$ cat config.mk
export PLATFORM = sky130hd
export DESIGN_NAME = adc_rd_ctrl
export DESIGN_NICKNAME = d
export VERILOG_FILES = /design/src/rtl/adc_rd_pkg.sv /design/src/rtl/adc_rd_sync.sv /design/src/rtl/adc_rd_timer.sv /design/src/rtl/adc_rd_pack.sv /design/src/rtl/adc_rd_ctrl.sv
export SDC_FILE = /design/constraint.sdc
export NUM_CORES = 1
export LEC_CHECK = 0
export ABC_AREA = 1
export ABC_CLOCK_PERIOD_IN_PS = 1750
export BUFFER_PORTS_ARGS = -buffer_cell sky130_fd_sc_hd__buf_4
export CORE_ASPECT_RATIO = 1.25
export CORE_MARGIN = 5
export CORE_UTILIZATION = 30
export DETAILED_ROUTE_END_ITERATION = 10
export HOLD_SLACK_MARGIN = 0.15
export PLACE_DENSITY = 0.55
export SETUP_SLACK_MARGIN = 0.5
export SLEW_MARGIN = 30
export SYNTH_ARGS = -nofsm -noshare
export SYNTH_HDL_FRONTEND = slang
export SYNTH_HIERARCHICAL = 1
export SYNTH_SLANG_ARGS = --single-unit
$ cat constraint.sdc
create_clock -name clk -period 1.75 [get_ports clk]
set_input_delay 0.175 -clock clk [delete_from_list [all_inputs] [get_ports clk]]
set_output_delay 0.175 -clock clk [all_outputs]
set_load 0.01 [all_outputs]
$ cat src/rtl/adc_rd_pkg.sv
package adc_rd_pkg;

  typedef enum logic [3:0] {
    ST_IDLE,
    ST_PWRUP,
    ST_ARM,
    ST_CNVLO,
    ST_WAITB,
    ST_CS1,
    ST_RD1,
    ST_REC,
    ST_CS2,
    ST_RD2
  } ctl_state_t;

  function automatic int unsigned max_of4(input int unsigned a, input int unsigned b,
                                          input int unsigned c, input int unsigned d);
    int unsigned m;
    m = a;
    if (b > m) m = b;
    if (c > m) m = c;
    if (d > m) m = d;
    return m;
  endfunction

endpackage

$ cat src/rtl/adc_rd_sync.sv
module adc_rd_sync #(
  parameter int unsigned STAGES  = 2,
  parameter logic        RST_VAL = 1'b0
) (
  input  logic clk,
  input  logic rst_n,
  input  logic d,
  output logic q
);

  logic [STAGES-1:0] sh_q;
  logic [STAGES-1:0] sh_d;

  always_comb begin
    sh_d = {sh_q[STAGES-2:0], d};
  end

  always_ff @(posedge clk or negedge rst_n) begin
    if (!rst_n) begin
      sh_q <= {STAGES{RST_VAL}};
    end else begin
      sh_q <= sh_d;
    end
  end

  assign q = sh_q[STAGES-1];

endmodule

$ cat src/rtl/adc_rd_timer.sv
module adc_rd_timer #(
  parameter int unsigned CW = 8
) (
  input  logic          clk,
  input  logic          rst_n,
  input  logic          ld,
  input  logic [CW-1:0] ld_val,
  output logic          zero
);

  logic [CW-1:0] cnt_q;
  logic [CW-1:0] cnt_d;
  logic          cnt_en;

  always_comb begin
    cnt_en = ld || (cnt_q != '0);
    if (ld) begin
      cnt_d = ld_val - 1'b1;
    end else begin
      cnt_d = cnt_q - 1'b1;
    end
  end

  always_ff @(posedge clk or negedge rst_n) begin
    if (!rst_n) begin
      cnt_q <= '0;
    end else if (cnt_en) begin
      cnt_q <= cnt_d;
    end
  end

  assign zero = (cnt_q == '0);

endmodule

$ cat src/rtl/adc_rd_pack.sv
module adc_rd_pack #(
  parameter int unsigned RES_W = 10,
  parameter int unsigned BUS_W = 8
) (
  input  logic             clk,
  input  logic             rst_n,
  input  logic             cap_hi,
  input  logic             cap_lo,
  input  logic [BUS_W-1:0] byte_in,
  output logic [RES_W-1:0] res,
  output logic             res_vld
);

  localparam int unsigned LSB_W = RES_W - BUS_W;
  localparam int unsigned SHIFT = BUS_W - LSB_W;

  logic [BUS_W-1:0]   hi_q;
  logic [2*BUS_W-1:0] joined;
  logic [RES_W-1:0]   res_d;
  logic [RES_W-1:0]   res_q;
  logic               vld_q;

  always_comb begin
    joined = {hi_q, byte_in};
    res_d  = RES_W'(joined >> SHIFT);
  end

  always_ff @(posedge clk or negedge rst_n) begin
    if (!rst_n) begin
      hi_q <= '0;
    end else if (cap_hi) begin
      hi_q <= byte_in;
    end
  end

  always_ff @(posedge clk or negedge rst_n) begin
    if (!rst_n) begin
      res_q <= '0;
    end else if (cap_lo) begin
      res_q <= res_d;
    end
  end

  always_ff @(posedge clk or negedge rst_n) begin
    if (!rst_n) begin
      vld_q <= 1'b0;
    end else begin
      vld_q <= cap_lo;
    end
  end

  assign res     = res_q;
  assign res_vld = vld_q;

endmodule

$ cat src/rtl/adc_rd_ctrl.sv
module adc_rd_ctrl
  import adc_rd_pkg::*;
#(
  parameter int unsigned RES_W        = 10,
  parameter int unsigned BUS_W        = 8,
  parameter int unsigned CNV_LOW_CYC  = 3,
  parameter int unsigned PWRUP_CYC    = 12,
  parameter int unsigned ACQ_CYC      = 30,
  parameter int unsigned CS_SETUP_CYC = 2,
  parameter int unsigned RD_CYC       = 3,
  parameter int unsigned TIMEOUT_CYC  = 60
) (
  input  logic             clk,
  input  logic             rst_n,
  input  logic             sample_req,
  input  logic             pd_mode,
  input  logic             adc_busy,
  input  logic [BUS_W-1:0] adc_data,
  output logic             adc_convst_n,
  output logic             adc_cs_n,
  output logic             adc_rd_n,
  output logic [RES_W-1:0] sample_data,
  output logic             sample_valid,
  output logic             sample_err
);

  localparam int unsigned MAX_CYC =
    max_of4(max_of4(CNV_LOW_CYC, PWRUP_CYC, ACQ_CYC, CS_SETUP_CYC), RD_CYC, TIMEOUT_CYC, 1);
  localparam int unsigned CNT_W = $clog2(MAX_CYC + 1);

  logic rst_n_s;
  logic busy_s;
  logic busy_prev_q;
  logic busy_fall;

  ctl_state_t state_q, state_d;
  logic       conv_q, conv_d;
  logic       mode_q, mode_d;
  logic       pend_q, pend_d;
  logic       cs_q, cs_d;
  logic       rd_q, rd_d;
  logic       err_q, err_d;
  logic       accept;
  logic       cap_hi, cap_lo;
  logic             tmr_ld;
  logic [CNT_W-1:0] tmr_val;
  logic             tmr_zero;
  logic             acq_ok;

  // reset: asserted asynchronously, released through two flops
  adc_rd_sync #(.STAGES(2), .RST_VAL(1'b0)) i_rst_sync (
    .clk(clk), .rst_n(rst_n), .d(1'b1), .q(rst_n_s)
  );

  adc_rd_sync #(.STAGES(2), .RST_VAL(1'b0)) i_busy_sync (
    .clk(clk), .rst_n(rst_n_s), .d(adc_busy), .q(busy_s)
  );

  always_ff @(posedge clk or negedge rst_n_s) begin
    if (!rst_n_s) begin
      busy_prev_q <= 1'b0;
    end else begin
      busy_prev_q <= busy_s;
    end
  end

  assign busy_fall = busy_prev_q && !busy_s;

  adc_rd_timer #(.CW(CNT_W)) i_step_tmr (
    .clk(clk), .rst_n(rst_n_s), .ld(tmr_ld), .ld_val(tmr_val), .zero(tmr_zero)
  );

  // acquisition gap: restarted on every end of conversion
  adc_rd_timer #(.CW(CNT_W)) i_acq_tmr (
    .clk(clk), .rst_n(rst_n_s), .ld(busy_fall), .ld_val(CNT_W'(ACQ_CYC)), .zero(acq_ok)
  );

  always_comb begin
    state_d = state_q;
    conv_d  = conv_q;
    mode_d  = mode_q;
    err_d   = 1'b0;
    accept  = 1'b0;
    cap_hi  = 1'b0;
    cap_lo  = 1'b0;
    tmr_ld  = 1'b0;
    tmr_val = '0;
    unique case (state_q)
      ST_IDLE: begin
        if (pend_q) begin
          accept = 1'b1;
          mode_d = pd_mode;
          if (!conv_q) begin
            conv_d  = 1'b1;
            state_d = ST_PWRUP;
            tmr_ld  = 1'b1;
            tmr_val = CNT_W'(PWRUP_CYC);
          end else begin
            state_d = ST_ARM;
          end
        end
      end
      ST_PWRUP: begin
        if (tmr_zero) state_d = ST_ARM;
      end
      ST_ARM: begin
        if (acq_ok) begin
          conv_d = 1'b0;
          tmr_ld = 1'b1;
          if (mode_q) begin
            state_d = ST_WAITB;
            tmr_val = CNT_W'(TIMEOUT_CYC);
          end else begin
            state_d = ST_CNVLO;
            tmr_val = CNT_W'(CNV_LOW_CYC);
          end
        end
      end
      ST_CNVLO: begin
        if (tmr_zero) begin
          conv_d  = 1'b1;
          state_d = ST_WAITB;
          tmr_ld  = 1'b1;
          tmr_val = CNT_W'(TIMEOUT_CYC);
        end
      end
      ST_WAITB: begin
        if (busy_fall) begin
          state_d = ST_CS1;
          tmr_ld  = 1'b1;
          tmr_val = CNT_W'(CS_SETUP_CYC);
        end else if (tmr_zero) begin
          err_d   = 1'b1;
          state_d = ST_IDLE;
        end
      end
      ST_CS1: begin
        if (tmr_zero) begin
          state_d = ST_RD1;
          tmr_ld  = 1'b1;
          tmr_val = CNT_W'(RD_CYC);
        end
      end
      ST_RD1: begin
        if (tmr_zero) begin
          cap_hi  = 1'b1;
          state_d = ST_REC;
          tmr_ld  = 1'b1;
          tmr_val = CNT_W'(RD_CYC);
        end
      end
      ST_REC: begin
        if (tmr_zero) begin
          state_d = ST_CS2;
          tmr_ld  = 1'b1;
          tmr_val = CNT_W'(CS_SETUP_CYC);
        end
      end
      ST_CS2: begin
        if (tmr_zero) begin
          state_d = ST_RD2;
          tmr_ld  = 1'b1;
          tmr_val = CNT_W'(RD_CYC);
        end
      end
      ST_RD2: begin
        if (tmr_zero) begin
          cap_lo  = 1'b1;
          state_d = ST_IDLE;
        end
      end
      default: state_d = ST_IDLE;
    endcase
  end

  always_comb begin
    pend_d = sample_req || (pend_q && !accept);
    cs_d   = (state_d == ST_CS1) || (state_d == ST_RD1) ||
             (state_d == ST_CS2) || (state_d == ST_RD2);
    rd_d   = (state_d == ST_RD1) || (state_d == ST_RD2);
  end

  always_ff @(posedge clk or negedge rst_n_s) begin
    if (!rst_n_s) begin
      state_q <= ST_IDLE;
      conv_q  <= 1'b0;
      mode_q  <= 1'b0;
      pend_q  <= 1'b0;
      cs_q    <= 1'b0;
      rd_q    <= 1'b0;
      err_q   <= 1'b0;
    end else begin
      state_q <= state_d;
      conv_q  <= conv_d;
      mode_q  <= mode_d;
      pend_q  <= pend_d;
      cs_q    <= cs_d;
      rd_q    <= rd_d;
      err_q   <= err_d;
    end
  end

  adc_rd_pack #(.RES_W(RES_W), .BUS_W(BUS_W)) i_pack (
    .clk(clk), .rst_n(rst_n_s), .cap_hi(cap_hi), .cap_lo(cap_lo),
    .byte_in(adc_data), .res(sample_data), .res_vld(sample_valid)
  );

  assign adc_convst_n = conv_q;
  assign adc_cs_n     = !cs_q;
  assign adc_rd_n     = !rd_q;
  assign sample_err   = err_q;

endmodule

==> metrics.md <==
| Metric | Value |
|---|---|
| Ys async rst share | `100%` |
| Final WL | `roughly 6400 um` |
| Post-layout instance area | `3940 um2` |
| Post-synthesis area per instance | `a little under 8 um2` |
| Routability cong. | `0.843` |
| I/O pin cnt | `28` |
| RSZ-0062 raised after global routing | `true` |
| Starting density of the core | `between 30% and 40%` |
| DR iter-0 viols | `100` |
| Cell variety after synth | `38` |
| Setup crit start kind | `flop` |
| VDD IR max | `0.347 mV` |
| Synth Instances | `between 300 and 400` |
| Ant diodes | `0` |
| Grt total ovfl | `0` |
| Die W | `~91 um` |
| Max-Cap Viols | `0` |
| DRT Pass-1 Iters | `4` |
| Post-synth EDFFs | `0` |
| Fin worst setup slack | `-0.326 ns` |
| Fmax | `482 MHz` |
| CP Launch Point | `state_q[1]` |
| Crit. End Element | `flop` |
| CTS buffer count | `5` |
| Clock Sinks | `46` |
| CP Capture Point | `i_step_tmr/cnt_q[5]` |
| Initial antenna violation count | `0` |
| R2R Setup Slk | `-0.33 ns` |
| DP Area | `about 3300 um2` |
| WL per Instance | `around 12 um` |
| Worst Path Required | `1.99 ns` |
| Pwr Density | `630 nW/um2` |
| Remaining DRCs | `0` |
| Setup violators final | `8` |
| Area Overhead vs Synth | `61.4%` |
| Total Neg Setup Slack | `-1.55 ns` |
| Number of routed nets with antenna violations | `0` |
| Failing checks | `negative setup slack` |
| H-tree levels | `2` |
| R2r worst-path depth | `12` |
| Post-layout util | `49.9%` |
| Flops & latches, synth | `46` |
| Reg-to-Reg End | `i_step_tmr/cnt_q[5]` |
| Vias | `2,359` |
| Final Max Tran Viols | `0` |
| Vias in the first global route | `2,514` |
| Final cell count without fillers | `roughly 530` |
| HP Class | `input pin to async pin` |
| Die H | `approximately 110 um` |
| Clock tree buffer depth | `2` |
| Seq/Total Area, Yosys | `a little under half` |
| Worst-path clk slew | `roughly 0.10 ns` |
| Critical Path Fanout Max | `6` |
| Number of hold violations in the final report | `0` |
| Worst endpoint data arrival time | `2.32 ns` |
| Worst reg2reg startpoint | `state_q[1]` |
| Outcome | `finished with violations` |
| Fin Clk Skew | `0.00740 ns` |
| Filler instances | `728` |
| Cell count after placement | `between 400 and 500` |
| Row cnt | `36` |
| Via density | `4.43` |
| Clk Latency, worst-skew pair | `between 0.3 and 0.4 ns` |
| CP Class | `flop to flop` |
| First-pass GRT wire length | `~11,000 um` |
| Leakage | `2.04 nW` |
| Tmin final | `a little over 2 ns` |
| Core area | `a little under 8000 um2` |
| Final clock period utilization by the worst path | `119%` |
| Clock root buffer | `clkbuf_8` |
| Largest net degree at the start of global routing | `21` |
| Synth warnings | `6` |
| CTS tree | `done` |
| Ratio of cells with drive above 1 in the final layout | `43.2%` |
| Final net count | `452` |
| Die Area | `10,000 um2` |
| DP HPWL | `4540 um` |
| Top FF cell, synth | `dfrtp_1` |
| Mapped Area | `2440 um2` |
| I/O Buffers | `27` |
| Tot GR Track Use | `between 10% and 20%` |
[final cells by class]
cell class / count / area [um2] / share of cell area (%)
Multi-Input combinational cell: 223 / 1340 / 34.0
Sequential cell: 46 / 1150 / 29.3
Timing Repair Buffer: 112 / 1010 / 25.7
Inverter: 49 / 219 / 5.56
Tap cell: 95 / 119 / 3.02
Clock buffer: 5 / 68.8 / 1.75
Clock inverter: 3 / 28.8 / 0.731
[cell usage in the layout, fill, tap and decap left out, drive strengths merged, types with 3 or more instances in the layout]
master,Yosys,routed
clkinv,1,3
dlygate4sd3,0,12
nand3,20,20
o21ai,10,10
clkbuf,0,5
a21oi,8,8
dfrtp,46,46
nand4,3,3
conb,2,7
buf,4,100
inv,48,49
nor2,37,37
or2,3,3
nand2,121,121
[synth_stat cells, types with 3 or more instances]
library cell	instances	share of area, %
a21oi_1	7	1.4
buf_6	4	1.8
nand2_2	9	2.3
nand3_2	4	1.6
dfrtp_1	46	47
inv_1	42	6.5
o21ai_0	6	1.2
nand3_1	16	3.3
nand2_1	112	17
nor2_2	6	1.5
inv_2	3	0.46
nand4_1	3	0.77
nor2_1	30	4.6
[power by group]
part / internal (mW) / total [mW] / switching, mW
clock: 0.299 / 0.718 / 0.419
combinational: 0.284 / 0.575 / 0.291
sequential: 1.13 / 1.18 / 0.0511
[per-stage QoR]
step / power (mW) / hold slack [ns] / setup slack [ns]
2_1_floorplan: 1.49 / -0.121 / -0.437
3_3_place_gp: 1.61 / -0.0425 / -0.347
3_5_place_dp: 1.61 / -0.0384 / -0.402
4_1_cts: 2.44 / 0.154 / -0.271
5_1_grt: 2.63 / 0.175 / -0.468
6_report: 2.48 / 0.167 / -0.326
[logic make-up (layout without fill, tap and decap cells)]
| group | after synthesis | after routing | synth area share (%) |
|---|---|---|---|
| AOI/OAI and AO/OA | 22 | 22 | 5.90 |
| xor gates and xnor gates | 2 | 2 | 0.719 |
| adders and majority gates | 2 | 2 | 1.03 |
| buffers and inverters | 53 | 169 | 9.91 |
| DFF | 46 | 46 | 47.2 |
| muxes | 2 | 2 | 1.03 |
| other | 2 | 7 | 0.308 |
| and+or+nand+nor | 188 | 188 | 33.9 |
[what timing repair did]
action	4_1_cts	5_1_grt
setup buffers	14	3
hold endpoints to repair	15	0
endpoints found under the setup margin	40	40
pin swaps	19	12
hold buffers	12	0
gates resized for setup	53	20
cloned	1	0
[flip-flops by register name (all words and copies together) (netlist names), 2 cells and up]
signal            cells
i_acq_tmr/cnt_q       6
i_busy_sync/sh_q      2
i_pack/hi_q           8
i_pack/res           10
i_rst_sync/sh_q       2
i_step_tmr/cnt_q      6
state_q               4
[worst min-delay path by stage]
stage               depth (start not counted)                  to  startpoint
floorplan                                   0  i_rst_sync/sh_q[0]       rst_n
global placement                            1  i_rst_sync/sh_q[0]       rst_n
detailed placement                          1  i_rst_sync/sh_q[0]       rst_n
CTS                                         2  i_rst_sync/sh_q[0]       rst_n
global route                                2  i_rst_sync/sh_q[0]       rst_n
finish                                      2  i_rst_sync/sh_q[0]       rst_n
[critical path, stage by stage (launching register included)]
cell and delay [ns]:
dfrtp_1 0.48, buf_4 0.18, nand2_1 0.05, clkinv_1 0.14, nand3_1 0.15, nand4_1 0.13
buf_6 0.16, buf_4 0.14, o21ai_1 0.23, nor2_1 0.07, nand3_1 0.08, nand2_1 0.07
a21oi_2 0.14
[per-layer routing]
layer / vias to the layer above / track usage (%) / share of wire (%)
met3: 10 / 2.24 / 2.5
met1: 1117 / 15.7 / 41
met5: - / 0 / 0
li1: 1199 / - / -
met4: 0 / 4.97 / 1.8
met2: 33 / 25.2 / 55
(Power assumes the default switching activity.)
